==> src/rtl/dcr_pkg.sv <==
package dcr_pkg;
  localparam int DATA_W = 8;
  localparam int CB_SWEN = 6;
  localparam int CB_SUB  = 5;
  localparam int CB_DSP  = 4;
  localparam int CB_C2W  = 2;
  localparam int SB_VAL  = 7;
  localparam int SB_COR  = 5;
  localparam int SB_C2   = 1;

  typedef struct packed {
    logic sync_wen;
    logic sub_align;
    logic dsp_clk;
    logic c2_wen;
  } ctrl_t;

  typedef struct packed {
    logic valid;
    logic corr;
    logic c2;
  } stat_t;

  function automatic logic [DATA_W-1:0] stat_byte(stat_t s);
    logic [DATA_W-1:0] b;
    b = '0;
    b[SB_VAL] = s.valid;
    b[SB_COR] = s.corr;
    b[SB_C2]  = s.c2;
    return b;
  endfunction
endpackage

==> src/rtl/dcr_ctrl_reg.sv <==
module dcr_ctrl_reg
  import dcr_pkg::*;
#(
  parameter int ADDR_W = 8,
  parameter logic [ADDR_W-1:0] RST_ADDR  = 8'h0F,
  parameter logic [ADDR_W-1:0] CTRL_ADDR = 8'h10
) (
  input  logic              clk,
  input  logic              rst_n,
  input  logic              host_rst,
  input  logic              dec_rst,
  input  logic              wr_en,
  input  logic [ADDR_W-1:0] addr,
  input  logic [DATA_W-1:0] wdata,
  output ctrl_t             ctrl,
  output logic              fw_pulse,
  output logic              fw_flag
);
  logic  fw_hit, ctrl_hit, clr;
  ctrl_t ctrl_q;
  logic  unused_rsvd;

  assign fw_hit   = wr_en && (addr == RST_ADDR);
  assign ctrl_hit = wr_en && (addr == CTRL_ADDR);
  assign clr      = host_rst || dec_rst || fw_hit;
  assign unused_rsvd = ^{wdata[7], wdata[3], wdata[0]};

  always_ff @(posedge clk or negedge rst_n) begin
    if (!rst_n) begin
      ctrl_q   <= '0;
      fw_pulse <= 1'b0;
      fw_flag  <= 1'b0;
    end else begin
      fw_pulse <= fw_hit;
      if (host_rst)    fw_flag <= 1'b0;
      else if (fw_hit) fw_flag <= 1'b1;
      if (clr) ctrl_q <= '0;
      else if (ctrl_hit) begin
        ctrl_q.sync_wen  <= wdata[CB_SWEN];
        ctrl_q.sub_align <= wdata[CB_SUB];
        ctrl_q.dsp_clk   <= wdata[CB_DSP];
        ctrl_q.c2_wen    <= wdata[CB_C2W];
      end
    end
  end

  assign ctrl = ctrl_q;

  AST_PULSE_FROM_WRITE: assert property (@(posedge clk) disable iff (!rst_n)
    fw_pulse |-> $past(wr_en && (addr == RST_ADDR)));
  AST_PULSE_ONLY_WRITE: assert property (@(posedge clk) disable iff (!rst_n)
    !$past(wr_en && (addr == RST_ADDR)) |-> !fw_pulse);
  AST_FLAG_STICKY: assert property (@(posedge clk) disable iff (!rst_n)
    ($past(fw_flag) && !$past(host_rst)) |-> fw_flag);
  AST_CTRL_CLEARED: assert property (@(posedge clk) disable iff (!rst_n)
    $past(host_rst || dec_rst || (wr_en && (addr == RST_ADDR))) |-> (ctrl == '0));
endmodule

==> src/rtl/dcr_blk_flags.sv <==
module dcr_blk_flags
  import dcr_pkg::*;
(
  input  logic  clk,
  input  logic  rst_n,
  input  logic  dec_rst,
  input  logic  blk_end,
  input  logic  ev_valid,
  input  logic  ev_corr,
  input  logic  ev_c2,
  input  logic  c2_wen,
  output stat_t status
);
  stat_t acc_q, acc_nx, stat_q;

  always_comb begin
    acc_nx.valid = acc_q.valid | ev_valid;
    acc_nx.corr  = acc_q.corr  | ev_corr;
    acc_nx.c2    = acc_q.c2    | (ev_c2 & c2_wen);
  end

  always_ff @(posedge clk or negedge rst_n) begin
    if (!rst_n) begin
      acc_q  <= '0;
      stat_q <= '0;
    end else if (dec_rst) begin
      acc_q  <= '0;
      stat_q <= '0;
    end else if (blk_end) begin
      stat_q <= acc_nx;
      acc_q  <= '0;
    end else begin
      acc_q  <= acc_nx;
    end
  end

  assign status = stat_q;

  AST_STAT_HOLD: assert property (@(posedge clk) disable iff (!rst_n)
    (!$past(blk_end) && !$past(dec_rst)) |-> $stable(status));
  AST_C2_NEEDS_EN: assert property (@(posedge clk) disable iff (!rst_n)
    $rose(status.c2) |-> $past(blk_end));
  AST_DEC_CLEARS: assert property (@(posedge clk) disable iff (!rst_n)
    $past(dec_rst) |-> (status == '0));
endmodule

==> src/rtl/dcr_top.sv <==
module dcr_top
  import dcr_pkg::*;
#(
  parameter int ADDR_W = 8,
  parameter logic [ADDR_W-1:0] RST_ADDR  = 8'h0F,
  parameter logic [ADDR_W-1:0] CTRL_ADDR = 8'h10
) (
  input  logic              clk,
  input  logic              rst_n,
  input  logic              host_rst,
  input  logic              dec_rst,
  input  logic              wr_en,
  input  logic              rd_en,
  input  logic [ADDR_W-1:0] addr,
  input  logic [7:0]        wdata,
  output logic [7:0]        rdata,
  input  logic              blk_end,
  input  logic              ev_valid,
  input  logic              ev_corr,
  input  logic              ev_c2,
  output logic              sync_wen,
  output logic              sub_align,
  output logic              dsp_clk_en,
  output logic              c2_wen,
  output logic              fw_rst_pulse,
  output logic              fw_rst_flag
);
  ctrl_t ctrl;
  stat_t status;

  dcr_ctrl_reg #(.ADDR_W(ADDR_W), .RST_ADDR(RST_ADDR), .CTRL_ADDR(CTRL_ADDR)) u_ctrl (
    .clk(clk), .rst_n(rst_n), .host_rst(host_rst), .dec_rst(dec_rst),
    .wr_en(wr_en), .addr(addr), .wdata(wdata),
    .ctrl(ctrl), .fw_pulse(fw_rst_pulse), .fw_flag(fw_rst_flag)
  );

  dcr_blk_flags u_flags (
    .clk(clk), .rst_n(rst_n), .dec_rst(dec_rst), .blk_end(blk_end),
    .ev_valid(ev_valid), .ev_corr(ev_corr), .ev_c2(ev_c2),
    .c2_wen(ctrl.c2_wen), .status(status)
  );

  assign sync_wen   = ctrl.sync_wen;
  assign sub_align  = ctrl.sub_align;
  assign dsp_clk_en = ctrl.dsp_clk;
  assign c2_wen     = ctrl.c2_wen;

  assign rdata = (rd_en && (addr == RST_ADDR)) ? stat_byte(status) : '0;

  AST_RDATA_IDLE: assert property (@(posedge clk) disable iff (!rst_n)
    !rd_en |-> (rdata == '0));
  AST_RSVD_ZERO: assert property (@(posedge clk) disable iff (!rst_n)
    (rdata & 8'h5D) == 8'h00);
endmodule

==> config.mk <==
export PLATFORM = sky130hd
export DESIGN_NAME = dcr_top
export DESIGN_NICKNAME = d
export VERILOG_FILES = /design/src/rtl/dcr_pkg.sv /design/src/rtl/dcr_ctrl_reg.sv /design/src/rtl/dcr_blk_flags.sv /design/src/rtl/dcr_top.sv
export SDC_FILE = /design/constraint.sdc
export NUM_CORES = 1
export LEC_CHECK = 0
export ABC_CLOCK_PERIOD_IN_PS = 1500
export BUFFER_PORTS_ARGS = -buffer_cell sky130_fd_sc_hd__buf_4
export CORE_MARGIN = 5
export CORE_UTILIZATION = 30
export CTS_BUF_LIST = sky130_fd_sc_hd__clkbuf_8
export DETAILED_ROUTE_END_ITERATION = 7
export PLACE_DENSITY_LB_ADDON = 0.3
export SYNTH_ARGS = -nofsm -noshare
export SYNTH_HDL_FRONTEND = slang
export SYNTH_SLANG_ARGS = --single-unit
==> constraint.sdc <==
create_clock -name clk -period 1.5 [get_ports clk]
set_input_delay 0.15 -clock clk [delete_from_list [all_inputs] [get_ports clk]]
set_output_delay 0.15 -clock clk [all_outputs]
set_load 0.05 [all_outputs]
==> flow_summary.ini, run 1 <==
[logic_synthesis]
yosysMostFrequentCell = dfrtp_1
ys_types = 23
syn_area_um2 = 672
avgSynthCellArea_um2 = 10.0
yosysSeqAreaShare_pct = 44.7
synth_ff_type = dfrtp_1
syn_inst = 67
synth-seq-cells = 12
synthDominantCellAreaShare_pct = 44.7
synthTopCellsByArea = dfrtp_1 45%, buf_4 5.6%, nand4_1 4.7%
yosys_warnings = 0
synthArstFlopShare_pct = 100
synth_edf_count = 0
synth_common_cells = 12 x dfrtp_1, 6 x nor2_1, 5 x buf_4, 5 x nand4_1
yosysTopAreaCell = dfrtp_1

[power]
peakVddDrop_mv = 0.540
pwr-share-comb_pct = 17.1
pwr-share-seq_pct = 40.9
fin_total_pwr_mw = 0.820
cellPowerDensity_nw_per_um2 = 775
p_leak_nw = 0.492
internal_power_mw = 0.626
p_clk_share_pct = 42.1
power.switching_mw = 0.194
swShare_pct = 23.7

[run_status]
outcome = complete, no violations

[die]
row_count = 17
initial_core_util_pct = 31.0
design.die.area_um2 = 3290
die_y_um = 57.3
die_width_um = 57.3
coreArea_um2 = 2170
io-pin-count = 40

[critical_path]
arrival_ns = 1.32
start_kind = input pin
critPathMaxFanout = 3
end_kind = output port
rr_startpoint = u_ctrl.ctrl[0]
r2r_cells = 2
worstSetupPathType = input pin to output port
rr_endpoint = u_flags.status[0]
cp.required_ns = 1.35
ff2ff_setup_slack_ns = 0.69

[flow_run]
cap_violations = 0

[clock_network]
cts_sinks = 12
cts_htree_levels = 1
cts.path.max_buffers = 2
root_buffer = clkbuf_8
cts_tree = yes
insertion_delay_ns = 0.24
cts_made_buffers = 3
clk_pin_slew_ns = 0.05

[layout]
area_delta_synth_final_pct = 57.4
drive_gt1_share_pct = 47.6
fin_util_pct = 48.7
antenna_cells = 0
fin_nets = 132
fillers = 206

[placed_design]
post-place-ws_ns = -0.0899
gp_congestion = 0.775
dpl.hpwl_um = 1370
portBuffers = 30

[worst_hold_path]
hp-class = input pin to flip-flop
worstHoldPathCells = 2
min_to = u_flags.acc_q[2]
min_from = blk_end

[route]
drc = 0
drt_first_pass_iters = 4
finalWirelength_um = 1710
viasPerCell = 4.70
drt_iter0_markers = 8
wl_per_cell_um = 12.9
ant_nets = 0
dr_total_vias = 625

[sta]
hold_viol_final = 0
fin_tns_setup_ns = 0
post-route-period-util_pct = 97.9
min_period_ns = 1.47
setup_viol_count_final = 0
final_max_slew_viol_count = 0
setup_slack_ns = 0.0312
grt_setup_unrepaired = no
skew_ns = 0.000332
max_freq_mhz = 681

[grt]
grt_pass1_vias = 633
antenna_found_initial = 0
grt-ovfl-total = 0
grt_use_total_pct = 10.9
grt_max_degree = 13
grt_pass1_wl_um = 2780
==> placed cells by master (no fill, tap or decap) <==
| master | netlist | layout |
|---|---|---|
| a211oi_1 | 3 | 3 |
| a21oi_1 | 1 | 1 |
| and2_4 | 0 | 3 |
| buf_4 | 5 | 32 |
| buf_6 | 0 | 2 |
| buf_8 | 0 | 3 |
| clkbuf_8 | 0 | 4 |
| conb_1 | 1 | 5 |
| dfrtp_1 | 12 | 12 |
| dlygate4sd3_1 | 0 | 1 |
| mux2i_4 | 1 | 1 |
| nand2_1 | 4 | 4 |
| nand3_1 | 4 | 4 |
| nand4_1 | 5 | 5 |
| nor2_1 | 6 | 6 |
| nor3_1 | 4 | 3 |
| nor3_2 | 0 | 1 |
| nor3_4 | 1 | 1 |
| nor3b_1 | 4 | 4 |
| nor4_1 | 1 | 1 |
| nor4b_1 | 1 | 1 |
| o211ai_1 | 4 | 4 |
| o21ba_1 | 1 | 1 |
| or4_4 | 1 | 1 |
| or4b_4 | 1 | 2 |
==> power groups by stage <==
stage | logic (mW) | clock network (mW) | registers, mW
after global routing | 0.153 | 0.375 | 0.336
final | 0.140 | 0.345 | 0.335
after global placement | 0.132 | 0 | 0.340
after CTS | 0.139 | 0.357 | 0.335
after detailed placement | 0.134 | 0 | 0.340
after floorplan | 0.0752 | 0 | 0.340
==> worst max path at each step <==
stage / start / endpoint / slack [ns] / depth (start not counted)
CTS: addr[6] / rdata[7] / -0.02 / 6
floorplan: addr[5] / rdata[1] / 0.19 / 3
detailed placement: addr[5] / rdata[7] / -0.09 / 6
global route: addr[6] / rdata[7] / 0.003 / 6
global placement: addr[5] / rdata[7] / -0.12 / 6
finish: addr[6] / rdata[7] / 0.03 / 6
==> timing repair <==
item	in CTS	in global routing
hold buffers	1	0
setup endpoints to repair	3	3
hold endpoints to repair	12	0
buffers inserted	0	0
pin swaps	5	1
gates resized for setup	13	0
==> layout make-up <==
cell class,count,area (um^2),share of cell area [%]
tap,28,35.0,3.31
clock buffer,4,55.1,5.21
multi-input combinational,51,349,33.0
timing repair buffer,38,318,30.1
sequential,12,300,28.4
==> metal layers <==
metal	share of wire, %	GRT usage [%]	vias to the layer above
li1	-	-	315
met1	36	11.7	291
met2	57	19.7	19
met3	6.0	4.52	0
met4	0	2.65	0
met5	0	0	-
==> state kept, by name, summed over array words and instances (netlist names) <==
register	count
u_flags.acc_q	3
u_ctrl.ctrl	4
u_ctrl.fw_pulse	1
u_flags.status	3
u_ctrl.fw_flag	1
==> critical path, stage by stage <==
cell    delay, ns
buf_6        0.09
or4b_4       0.53
nor3_2       0.13
buf_4        0.14
and2_4       0.14
buf_8        0.14
==> logic make-up (layout without fill, tap and decap cells) <==
group / Yosys count / in the layout / share of synthesized area [%]
compound gates: 9 / 9 / 10.1
buf+inv: 8 / 42 / 7.45
flops: 12 / 12 / 44.7
mux: 1 / 1 / 3.35
other cells: 1 / 5 / 0.558
simple gates: 36 / 36 / 33.9
==> stage by stage <==
stage	cells	cell area (um^2)	hold WS [ns]
after floorplan	71	687	-0.146
after global placement	128	950	-0.00226
after detailed placement	128	950	0.00108
after CTS	133	1060	0.136
after global routing	133	1060	0.156
final	133	1060	0.143
Note: power is estimated with default switching activity, not from simulation.
==> run 2: changes to the inputs <==
- GPL_ROUTABILITY_DRIVEN: default -> 0
- SYNTH_HIERARCHICAL: default -> 1
==> run 2 against run 1 <==
Via count is 2.2% lower. Clock power is 1% lower. Clock skew is 0.0026 ns higher. Combinational power is 9% lower. Maximum frequency is 6.3% higher. Critical path depth is 2 lower. Die area is 3.4% lower. Core utilization is 0.73 points lower. Sequential share of layout area is 2.8 points higher. Global-route usage is 0.56 points lower. Critical path type unchanged. Critical endpoint is now rdata[1]. Highest routed layer is now met4.
==> flow_summary.ini, run 2 <==
[logic_synthesis]
synth_edf_count = 0
synth-seq-cells = 12
yosysTopAreaCell = dfrtp_1
synthTopCellsByArea = dfrtp_1 47%, buf_4 5.8%, nand4_1 4.9%
synthDominantCellAreaShare_pct = 46.6
yosys_warnings = 6
yosysSeqAreaShare_pct = 46.6
synthArstFlopShare_pct = 100
synth_common_cells = 12 x dfrtp_1, 8 x nor2_1, 6 x nand2_1, 6 x nor3_1
avgSynthCellArea_um2 = 9.48
ys_types = 20
syn_area_um2 = 644
synth_ff_type = dfrtp_1
yosysMostFrequentCell = dfrtp_1
syn_inst = 68

[die]
coreArea_um2 = 2000
die_y_um = 56.3
die_width_um = 56.3
design.die.area_um2 = 3170
io-pin-count = 40
initial_core_util_pct = 32.2
row_count = 16

[route]
wl_per_cell_um = 12.5
drc = 0
met1_length_um = 700
ant_nets = 0
viasPerCell = 4.74
drt_iter0_markers = 8
top_layer_used = met4
finalWirelength_um = 1610
drt_first_pass_iters = 3
met3_length_um = 146
dr_total_vias = 611
route.met2.wl_um = 728

[grt]
grt_use_total_pct = 10.3
antenna_found_initial = 0
grt-ovfl-total = 0
grt_max_degree = 13
grt_pass1_vias = 591
grt_pass1_wl_um = 2610

[sta]
skew_ns = 0.00291
hold_viol_final = 0
grt_setup_unrepaired = no
max_freq_mhz = 724
final_max_slew_viol_count = 0
min_period_ns = 1.38
whs_ns = 0.123
post-route-period-util_pct = 92.1
setup_viol_count_final = 0
setup_slack_ns = 0.118

[layout]
area_delta_synth_final_pct = 49.1
mostFrequentLayoutCell = buf_4
multi_input_area_um2 = 322
seq_area_um2 = 300
fin_util_pct = 48.0
drive_gt1_share_pct = 41.2
antenna_cells = 0
mostFrequentLayoutCells = 32 x buf_4, 12 x dfrtp_1, 8 x nor2_1
fin_nets = 129
fillers = 208
largest_reg_flops = 4
final_area_um2 = 961

[flow_run]
cap_violations = 0

[clock_network]
cts.path.max_buffers = 2
root_buffer = clkbuf_8
insertion_delay_ns = 0.23
cts_sinks = 12
cts_htree_levels = 1
clk_pin_slew_ns = 0.05
cts_made_buffers = 3
cts_tree = yes
cts.repair.resized = 0

[critical_path]
critPathMaxFanout = 4
end_kind = output port
arrival_ns = 1.23
start_kind = input pin
cp.required_ns = 1.35
worstSetupPathType = input pin to output port

[placed_design]
dpl.hpwl_um = 1280
post-place-ws_ns = 0.109
placed_cell_area_um2 = 896
portBuffers = 30

[run_status]
outcome = complete, no violations

[power]
fin_total_pwr_mw = 0.803
peakVddDrop_mv = 0.596
cellPowerDensity_nw_per_um2 = 835
p_leak_nw = 0.450

[worst_hold_path]
hp-class = input pin to flip-flop
==> run 2: critical path, cell delays in order <==
cell,delay [ns]
buf_4,0.12
or4b_4,0.56
nor3_2,0.18
buf_4,0.22
==> run 2: cell type report <==
type / count / area share [%]
sequential: 12 / 31.2
tap: 27 / 3.52
multi-input combinational: 53 / 33.5
clock buffer: 4 / 5.73
timing repair buffer: 33 / 26.0
==> run 2: path summary, 6_finish.rpt <==
path                       slack (ns)           endpoint           start  cells past startpoint
max                              0.12           rdata[1]         addr[4]                      4
min                              0.12  u_flags/status[1]         dec_rst                      2
max reg2reg                      0.67  u_flags/status[0]  u_ctrl/ctrl[0]                      2
min reg2reg                      0.50     u_ctrl/fw_flag  u_ctrl/fw_flag                      1
max in group asynchronous        1.04     u_ctrl/ctrl[3]           rst_n                      2
min in group asynchronous        0.31   u_flags/acc_q[2]           rst_n                      2
==> run 2: per-layer routing <==
layer  GRT usage, %  vias up
li1               -      308
met1           12.7      277
met2           15.7       24
met3           1.83        2
met4           8.14        0
met5              0        -
==> run 2: power breakdown <==
group          internal, mW  switching (mW)
combinational        0.0530          0.0741
sequential            0.332         0.00345
clock                 0.231           0.109
==> run 2: logic make-up after synthesis <==
| family | count (synthesis) | share of synthesized area, % |
|---|---|---|
| buffers and inverters | 7 | 8.16 |
| AOI/OAI and AO/OA | 9 | 10.5 |
| and+or+nand+nor | 39 | 34.2 |
| DFF | 12 | 46.6 |
| other | 1 | 0.582 |
==> run 2: repair_timing <==
action                    CTS  global route
hold buffers                1             0
buffers inserted            0             0
hold endpoints to repair   12             0
==> run 2: metrics by stage <==
step / setup TNS, ns / std cells
after floorplan: -0.0716 / 72
after global placement: 0 / 124
after detailed placement: 0 / 124
after CTS: 0 / 129
after global routing: 0 / 129
final: 0 / 129
==> run 3: changes to the inputs <==
- ABC_AREA: default -> 1
==> run 3 against run 2 <==
Power about the same. Hold slack worse by 0.050 ns. Global-route usage down 0.49 points. Die area up 4.0%. Clock power about the same. Area after synthesis up 4.9%. Final cell count up 19%. Critical path type is now flip-flop to output port. Largest power group unchanged. Highest routed layer unchanged.
==> flow_summary.ini, run 3 <==
[logic_synthesis]
syn_inst = 92
synthTopCellsByArea = dfrtp_1 44%, nand2_1 11%, inv_1 9.4%
avgSynthCellArea_um2 = 7.34
ys_types = 15
yosysTopAreaCell = dfrtp_1
yosysMostFrequentCell = nand2_1
synth_ff_type = dfrtp_1
synth-seq-cells = 12
syn_area_um2 = 676
synthArstFlopShare_pct = 100
synthDominantCellAreaShare_pct = 44.4
yosys_warnings = 6
yosysSeqAreaShare_pct = 44.4
synth_common_cells = 20 x nand2_1, 17 x inv_1, 12 x dfrtp_1, 11 x nor2_1, 7 x nand3_1
synth_edf_count = 0

[critical_path]
end_kind = output port
r2r_cells = 4
start_kind = flip-flop
rr_startpoint = u_flags/acc_q[1]
slowest_delay_ns = 0.35
cp_top_family = flip-flops
ff2ff_setup_slack_ns = 0.77
arrival_ns = 1.01
worst_path_max_delay_cell = dfrtp_1
cp_num_buf_inv = 2
critPathMaxFanout = 2
cp.required_ns = 1.35
rr_endpoint = u_flags/status[1]
worstSetupPathType = flip-flop to output port
path_cells = inv_1 -> nor3_2 -> buf_4

[placed_design]
post-place-ws_ns = 0.489
placed_cell_area_um2 = 928
dpl.hpwl_um = 1270
dp.cells = 149
portBuffers = 30

[route]
wl_per_cell_um = 9.65
drt_iter0_markers = 6
finalWirelength_um = 1490
drt_first_pass_iters = 2
drc = 0
ant_nets = 0
dr_total_vias = 635
viasPerCell = 4.12

[grt]
grt_max_degree = 13
grt-ovfl-total = 0
grt_use_total_pct = 9.83
antenna_found_initial = 0
grt_pass1_wl_um = 2640
grt_pass1_vias = 656

[sta]
hold_viol_final = 0
setup_viol_count_final = 0
post-route-period-util_pct = 77.6
max_freq_mhz = 859
final_max_slew_viol_count = 0
whs_ns = 0.0734
setup_slack_ns = 0.336
skew_ns = 0.000649
min_period_ns = 1.16
fin_tns_setup_ns = 0
grt_setup_unrepaired = no

[die]
die_width_um = 57.5
io-pin-count = 40
row_count = 17
die_y_um = 57.5
initial_core_util_pct = 30.8
coreArea_um2 = 2190
design.die.area_um2 = 3300

[power]
p_leak_nw = 0.529
fin_total_pwr_mw = 0.802
cellPowerDensity_nw_per_um2 = 808
peakVddDrop_mv = 0.631

[clock_network]
postCtsHoldBufs = 1
cts_htree_levels = 1
root_buffer = clkbuf_8
clk_pin_slew_ns = 0.05
cts.repair.resized = 0
insertion_delay_ns = 0.23
cts_tree = yes
post-cts-setup-buffer-count = 0
cts_sinks = 12
cts_made_buffers = 3
cts.path.max_buffers = 2

[layout]
largest_reg_flops = 4
area_delta_synth_final_pct = 47.0
antenna_cells = 0
stdcell_count = 154
drive_gt1_share_pct = 37.3
fin_util_pct = 45.3
mostFrequentLayoutCells = 30 x buf_4, 20 x nand2_1, 17 x inv_1
fin_nets = 153
final_area_um2 = 993
mostFrequentLayoutCell = buf_4

[worst_hold_path]
worstHoldPathCells = 2
hp-class = input pin to flip-flop
min_from = host_rst
min_to = u_ctrl/fw_flag

[flow_run]
cap_violations = 0

[run_status]
outcome = complete, no violations
[run 3: cell types whose count changed after synthesis, sizes merged, moves of 2 or more]
| cell | delta |
|---|---|
| a211oi | -3 |
| a21oi | +4 |
| inv | +19 |
| nand2 | +14 |
| nand3 | +3 |
| nand4 | -5 |
| nand4b | -3 |
| nor2 | +8 |
| nor3 | -3 |
| o211ai | -4 |
| o21ai | +2 |
| or4b | -2 |
[run 3: cell type report]
class	instances	area, um^2
fillers	232	1200
flip-flops and latches	12	300
multi-input cells	60	297
repair buffers	31	235
inverters	19	71.3
clock buffers	4	55.1
well taps	28	35.0
[run 3: worst max-delay path by stage]
stage                           start       end  cells after the start
floorplan           u_flags/status[0]  rdata[1]                      2
global placement              addr[7]  rdata[1]                      5
detailed placement            addr[5]  rdata[1]                      5
CTS                 u_flags/status[0]  rdata[1]                      3
global route        u_flags/status[1]  rdata[5]                      3
finish              u_flags/status[1]  rdata[5]                      3
[run 3: per-layer routing]
layer / vias to the layer above / share of wire (%) / global-route usage, % / routed length, um
li1: 331 / - / - / -
met1: 283 / 41 / 11.2 / 612
met2: 19 / 49 / 17.6 / 734
met3: 2 / 9.1 / 2.71 / 135
met4: 0 / 0.27 / 2.98 / 4
met5: - / 0 / 0 / 0
[run 3: worst reg2reg max path, delay by kind of cell, from the launching register on]
family                 cells  cell delay, ns
DFF                        1            0.35
and+or+nand+nor            3            0.19
buffers and inverters      1            0.08
[run 3: kinds of logic after synthesis]
kind of cell / after synthesis / share of synthesized area, %
compound gates: 7 / 5.74
flops: 12 / 44.4
other cells: 1 / 0.555
simple gates: 48 / 33.1
buf+inv: 24 / 16.1
[run 3: power by group]
| group | switching (mW) | internal (mW) |
|---|---|---|
| clock | 0.110 | 0.231 |
| sequential | 0.00267 | 0.330 |
| combinational | 0.0772 | 0.0511 |
| total | 0.190 | 0.613 |
